**src/rtl/cccv_pkg.sv**
```systemverilog
package cccv_pkg;

  typedef enum logic [2:0] {
    ST_IDLE,
    ST_CC,
    ST_CV,
    ST_DONE,
    ST_HOLD,
    ST_FAULT
  } chgState_t;

  // strobes from control to datapath
  typedef struct packed {
    logic timerClr;
    logic timerRun;
    logic fullSet;
    logic fullClr;
  } ctlStrobe_t;

  // compare results from datapath to control
  typedef struct packed {
    logic chgPresent;
    logic tempOk;
    logic reachedCv;
    logic belowFull;
    logic belowTerm;
    logic needRecharge;
    logic timerExpired;
  } dpStatus_t;

endpackage

```
**src/rtl/cccv_datapath.sv**
```systemverilog
module cccv_datapath
  import cccv_pkg::*;
#(
  parameter int ADC_W          = 10,
  parameter int V_DETECT       = 840,
  parameter int V_CV           = 840,
  parameter int V_RECHARGE     = 810,
  parameter int I_FULL         = 100,
  parameter int I_TERM         = 50,
  parameter int T_MIN          = 48,
  parameter int T_MAX          = 97,
  parameter int SAFETY_SECONDS = 10800
) (
  input  logic             clk,
  input  logic             rstN,
  input  logic             secTick,
  input  logic [ADC_W-1:0] batV,
  input  logic [ADC_W-1:0] chgI,
  input  logic [ADC_W-1:0] chgInV,
  input  logic [ADC_W-1:0] batTemp,
  input  ctlStrobe_t       strobe,
  output dpStatus_t        status,
  output logic             fullFlag
);

  localparam int CNT_W = $clog2(SAFETY_SECONDS + 1);
  localparam logic [CNT_W-1:0] CNT_LIMIT = CNT_W'(SAFETY_SECONDS);

  logic [CNT_W-1:0] secCount;
  logic             expired;

  assign expired = (secCount >= CNT_LIMIT);

  always_comb begin
    status.chgPresent   = (chgInV >= ADC_W'(V_DETECT));
    status.tempOk       = (batTemp >= ADC_W'(T_MIN)) && (batTemp <= ADC_W'(T_MAX));
    status.reachedCv    = (batV >= ADC_W'(V_CV));
    status.belowFull    = (chgI < ADC_W'(I_FULL));
    status.belowTerm    = (chgI < ADC_W'(I_TERM));
    status.needRecharge = (batV <= ADC_W'(V_RECHARGE));
    status.timerExpired = expired;
  end

  // safety timer, saturating at the limit
  always_ff @(posedge clk or negedge rstN) begin
    if (!rstN) begin
      secCount <= '0;
    end else if (strobe.timerClr) begin
      secCount <= '0;
    end else if (strobe.timerRun && secTick && !expired) begin
      secCount <= secCount + 1'b1;
    end
  end

  always_ff @(posedge clk or negedge rstN) begin
    if (!rstN) begin
      fullFlag <= 1'b0;
    end else if (strobe.fullClr) begin
      fullFlag <= 1'b0;
    end else if (strobe.fullSet) begin
      fullFlag <= 1'b1;
    end
  end

endmodule

```
**src/rtl/cccv_control.sv**
```systemverilog
module cccv_control
  import cccv_pkg::*;
(
  input  logic       clk,
  input  logic       rstN,
  input  dpStatus_t  status,
  output ctlStrobe_t strobe,
  output logic       ccEn,
  output logic       cvEn,
  output logic       faultFlag,
  output logic       tempHold
);

  chgState_t state, stateNxt;
  logic      resumeCv, resumeCvNxt;

  always_comb begin
    stateNxt    = state;
    resumeCvNxt = resumeCv;
    strobe      = '0;
    if (!status.chgPresent) begin
      stateNxt       = ST_IDLE;
      strobe.fullClr = 1'b1;
    end else begin
      unique case (state)
        ST_IDLE: begin
          strobe.timerClr = 1'b1;
          resumeCvNxt     = 1'b0;
          stateNxt        = status.tempOk ? ST_CC : ST_HOLD;
        end
        ST_CC: begin
          strobe.timerRun = 1'b1;
          if (status.timerExpired) begin
            stateNxt = ST_FAULT;
          end else if (!status.tempOk) begin
            stateNxt    = ST_HOLD;
            resumeCvNxt = 1'b0;
          end else if (status.reachedCv) begin
            stateNxt = ST_CV;
          end
        end
        ST_CV: begin
          strobe.timerRun = 1'b1;
          if (status.timerExpired) begin
            stateNxt = ST_FAULT;
          end else if (!status.tempOk) begin
            stateNxt    = ST_HOLD;
            resumeCvNxt = 1'b1;
          end else begin
            strobe.fullSet = status.belowFull;
            if (status.belowTerm) begin
              stateNxt = ST_DONE;
            end
          end
        end
        ST_DONE: begin
          if (status.needRecharge) begin
            strobe.timerClr = 1'b1;
            strobe.fullClr  = 1'b1;
            resumeCvNxt     = 1'b0;
            stateNxt        = status.tempOk ? ST_CC : ST_HOLD;
          end
        end
        ST_HOLD: begin
          if (status.tempOk) begin
            stateNxt = resumeCv ? ST_CV : ST_CC;
          end
        end
        ST_FAULT: stateNxt = ST_FAULT;
        default:  stateNxt = ST_IDLE;
      endcase
    end
  end

  always_ff @(posedge clk or negedge rstN) begin
    if (!rstN) begin
      state    <= ST_IDLE;
      resumeCv <= 1'b0;
    end else begin
      state    <= stateNxt;
      resumeCv <= resumeCvNxt;
    end
  end

  assign ccEn      = (state == ST_CC);
  assign cvEn      = (state == ST_CV);
  assign faultFlag = (state == ST_FAULT);
  assign tempHold  = (state == ST_HOLD);

endmodule

```
**src/rtl/cccv_charger.sv**
```systemverilog
module cccv_charger
  import cccv_pkg::*;
#(
  parameter int ADC_W          = 10,
  parameter int V_DETECT       = 840,
  parameter int V_CV           = 840,
  parameter int V_RECHARGE     = 810,
  parameter int I_FULL         = 100,
  parameter int I_TERM         = 50,
  parameter int T_MIN          = 48,
  parameter int T_MAX          = 97,
  parameter int SAFETY_SECONDS = 10800
) (
  input  logic             clk,
  input  logic             rstN,
  input  logic             secTick,
  input  logic [ADC_W-1:0] batV,
  input  logic [ADC_W-1:0] chgI,
  input  logic [ADC_W-1:0] chgInV,
  input  logic [ADC_W-1:0] batTemp,
  output logic             ccEn,
  output logic             cvEn,
  output logic             chargeEn,
  output logic             fullFlag,
  output logic             faultFlag,
  output logic             tempHold
);

  ctlStrobe_t strobe;
  dpStatus_t  status;

  cccv_datapath #(
    .ADC_W(ADC_W), .V_DETECT(V_DETECT), .V_CV(V_CV), .V_RECHARGE(V_RECHARGE),
    .I_FULL(I_FULL), .I_TERM(I_TERM), .T_MIN(T_MIN), .T_MAX(T_MAX),
    .SAFETY_SECONDS(SAFETY_SECONDS)
  ) u_datapath (
    .clk(clk), .rstN(rstN), .secTick(secTick),
    .batV(batV), .chgI(chgI), .chgInV(chgInV), .batTemp(batTemp),
    .strobe(strobe), .status(status), .fullFlag(fullFlag)
  );

  cccv_control u_control (
    .clk(clk), .rstN(rstN), .status(status), .strobe(strobe),
    .ccEn(ccEn), .cvEn(cvEn), .faultFlag(faultFlag), .tempHold(tempHold)
  );

  assign chargeEn = ccEn | cvEn;

endmodule

```
**config.mk**
```make
export PLATFORM = sky130hd
export DESIGN_NAME = cccv_charger
export DESIGN_NICKNAME = d
export VERILOG_FILES = /design/src/rtl/cccv_pkg.sv /design/src/rtl/cccv_datapath.sv /design/src/rtl/cccv_control.sv /design/src/rtl/cccv_charger.sv
export SDC_FILE = /design/constraint.sdc
export NUM_CORES = 1
export LEC_CHECK = 0
export BUFFER_PORTS_ARGS = -buffer_cell sky130_fd_sc_hd__buf_2
export CORE_MARGIN = 2
export CORE_UTILIZATION = 52
export CTS_CLUSTER_DIAMETER = 80
export CTS_CLUSTER_SIZE = 30
export DETAILED_ROUTE_END_ITERATION = 8
export PLACE_DENSITY = 0.88
export SYNTH_ARGS = -nofsm -noshare
export SYNTH_HDL_FRONTEND = slang
export SYNTH_SLANG_ARGS = --single-unit
```
**constraint.sdc**
```tcl
create_clock -name clk -period 4.65 [get_ports clk]
set_input_delay 0.2325 -clock clk [delete_from_list [all_inputs] [get_ports clk]]
set_output_delay 0.2325 -clock clk [all_outputs]
set_load 0.005 [all_outputs]
```
==> flow_metrics.env <==
export IMPL_hold_path_class="input pin to register"
export IMPL_cts_buffers=3
export IMPL_nets=241
export IMPL_clockRootBuffer="clkbuf_4"
export IMPL_synth_edf_count=0
export IMPL_multi_input_area_um2=787.0
export IMPL_ys_warnings_count=0
export IMPL_cp_end_kind="register"
export IMPL_vias_per_cell=6.173
export IMPL_synthArstFlopShare_pct=100.0
export IMPL_fmax_ghz=0.4172
export IMPL_stdcell_count=225
export IMPL_cts_htree_levels=1
export IMPL_cpPeakStageDelay_ns=0.52
export IMPL_drt_initial_drc_count=29
export IMPL_wl_per_cell_um=14.45
export IMPL_cts_num_sinks=19
export IMPL_core_area_mm2=0.002432
export IMPL_arrival_ns=2.59
export IMPL_wl_um=3252
export IMPL_hpwl_um=2513
export IMPL_cp_start_kind="register"
export IMPL_route_detailed_drc=0
export IMPL_synthToLayoutAreaGrowth_pct=21.40
export IMPL_die_x_um=54.07
export IMPL_relSlewSlack_pct=47.63
export IMPL_crit_slowest_cell="nor4_4"
export IMPL_fin_skew_ns=0.006931
export IMPL_finalCritPeriodShare_pct=51.54
export IMPL_critical_path_top_delay_family="compound AO/OA/AOI/OAI gates"
export IMPL_synthCells=150
export IMPL_grt_pass1_wl_um=5092
export IMPL_report_final_slew_viol_count=0
export IMPL_ios=49
export IMPL_ir_drop_mv=0.2172
export IMPL_grt_setup_unrepaired="no"
export IMPL_rows=18
export IMPL_clock_latency_ns=0.30
export IMPL_crit_path_max_fanout=8
export IMPL_whs_path_depth=4
export IMPL_critical_path_class="register to register"
export IMPL_synth_distinct_cells=43
export IMPL_setup_viol=0
export IMPL_p_leak_uw=0.0007348
export IMPL_synth_area_per_cell_um2=8.692
export IMPL_tightest_slew_ns=0.7848
export IMPL_die_area_mm2=0.002924
export IMPL_place_congestion=0.9015
export IMPL_cp_num_buf_inv=0
export IMPL_clk_pin_slew_ns=0.11
export IMPL_ff_latch_area_um2=475.5
export IMPL_nFillCells=205
export IMPL_dp_cells=220
export IMPL_initial_core_util_pct=53.60
export IMPL_synth_area_mm2=0.001304
export IMPL_hold_violations=0
export IMPL_grt_use_total_pct=23.97
export IMPL_grt_pass1_vias=1287
export IMPL_synth_nets=195
export IMPL_vias=1389
export IMPL_drive_gt1_share_pct=27.69
export IMPL_dr_pass1_iters=4
export IMPL_ys_seq_area_share_pct=36.47
export IMPL_power_density_mw_per_mm2=186.9
export IMPL_status="finished, final reports clean"
export IMPL_gr_total_overflow=0
export IMPL_cp_depth=6
export IMPL_synth_main_ff_cell="dfrtp_1"
export IMPL_clock_path_buffers=2
export IMPL_setup_tns_ns=0
export IMPL_cts_tree="done"
export IMPL_drtAntennaViolNets=0
export IMPL_ys_ff_latch=19
export IMPL_grt_max_degree=20
export IMPL_antenna_found_initial=0
export IMPL_num_antenna_cells=0
export IMPL_drv_cap=0
export IMPL_io_buffers=43
export IMPL_min_period_ns=2.397
export IMPL_rr_worst_depth=6
export IMPL_required_ns=4.84
export IMPL_die_y_um=54.07
export IMPL_path_cells="a211o_1 > o41ai_4 > o21ai_2 > nor4_4 > nor2_1 > a2111oi_2"
[per-stage QoR]
stage / power (uW) / utilization (%) / cell area, um2 / hold WS (ns) / worst slack (ns)
after floorplan: 186.8 / - / 1304 / -0.06309 / 2.550
after global placement: 209.8 / 63.53 / 1545 / 0.1824 / 2.372
after detailed placement: 212.0 / 63.53 / 1545 / 0.1925 / 2.277
after CTS: 296.7 / 65.07 / 1583 / 0.3472 / 2.244
after global routing: 307.8 / 65.07 / 1583 / 0.3574 / 2.059
final: 295.8 / 65.07 / 1583 / 0.3473 / 2.253
[area by class of cell]
class / count / share of cell area [%]
clock inverter: 1 / 0.3162
multi-input combinational: 120 / 49.72
clock buffer: 3 / 1.423
sequential: 19 / 30.04
tap: 30 / 2.372
timing repair buffer: 44 / 14.23
inverter: 8 / 1.897
[worst paths after layout]
kind	from	endpoint	slack [ns]
setup / recovery	u_datapath.secCount[12]	u_datapath.secCount[7]	2.25
hold / removal	chgI[8]	u_datapath.fullFlag	0.35
setup reg to reg	u_datapath.secCount[12]	u_datapath.secCount[7]	2.25
hold reg to reg	u_control.resumeCv	u_control.resumeCv	0.56
max in group asynchronous	rstN	u_datapath.secCount[5]	3.95
min in group asynchronous	rstN	u_control.state[2]	0.39
[logic make-up after synthesis]
kind of cell    synth area share (%)
flops                          36.47
buf+inv                        3.167
xor+xnor                       2.688
fa+ha+maj                      1.919
simple gates                   21.59
mux                            3.071
compound gates                 31.09
[routing by layer]
layer | share of wire [%] | GRT usage [%]
met3 | 4.7 | 5.278
met5 | 0 | 0
met2 | 54 | 46.75
met4 | 1.0 | 6.250
met1 | 40 | 25.57
[synth_stat cells (all sizes together), types with 3 or more instances]
| cell type | n | area (um2) |
|---|---|---|
| a21oi | 11 | 55.05 |
| a31oi | 4 | 25.02 |
| clkbuf | 3 | 11.26 |
| dfrtp | 19 | 475.5 |
| inv | 8 | 30.03 |
| mux2i | 4 | 40.04 |
| nand2 | 9 | 33.78 |
| nand3 | 4 | 20.02 |
| nor2 | 15 | 56.30 |
| nor3 | 8 | 40.04 |
| nor4 | 5 | 46.29 |
| o2111ai | 3 | 26.28 |
| o21ai | 15 | 78.82 |
| o311ai | 3 | 26.28 |
| or3 | 4 | 25.02 |
[worst reg2reg max path: stages (launching register included)]
cell and delay [ns]:
dfrtp_1 0.45, a211o_1 0.33, o41ai_4 0.38, o21ai_2 0.13, nor4_4 0.52, nor2_1 0.11
a2111oi_2 0.37
[what timing repair did]
| item | 4_1_cts | 5_1_grt |
|---|---|---|
| gates resized for setup | 0 | 0 |
| hold buffers | 1 | 0 |
| hold endpoints to repair | 19 | 0 |
| setup buffers | 0 | 0 |
[state kept, by name (all words and copies together) (netlist names)]
name,cells
u_control.state,3
u_datapath.secCount,14
u_control.resumeCv,1
u_datapath.fullFlag,1
[cells in the final DEF, fill, tap and decap left out, types with 2 or more instances in the layout]
master / Yosys / layout
a211o_1: 2 / 2
o21ai_0: 13 / 13
o2111ai_1: 3 / 3
xnor2_1: 2 / 2
clkbuf_4: 0 / 3
o2111a_1: 2 / 2
nand3_1: 4 / 4
nand4_1: 2 / 2
nor3_1: 8 / 8
nand2_1: 9 / 9
or3_1: 4 / 4
mux2i_1: 4 / 4
o21a_1: 2 / 2
o311ai_0: 3 / 3
o31ai_1: 2 / 2
o31a_1: 2 / 2
xor2_1: 2 / 2
a21oi_1: 11 / 11
a31oi_1: 4 / 4
inv_1: 8 / 8
and2_1: 2 / 2
nor4_1: 4 / 4
nor2_1: 15 / 15
ha_1: 2 / 2
buf_2: 0 / 43
dfrtp_1: 19 / 19
[power by group]
group,switching (uW),internal [uW]
clock,53.9,32.1
sequential,1.39,166
combinational,23.1,19.2
total,78.4,217
(Power assumes the default switching activity.)
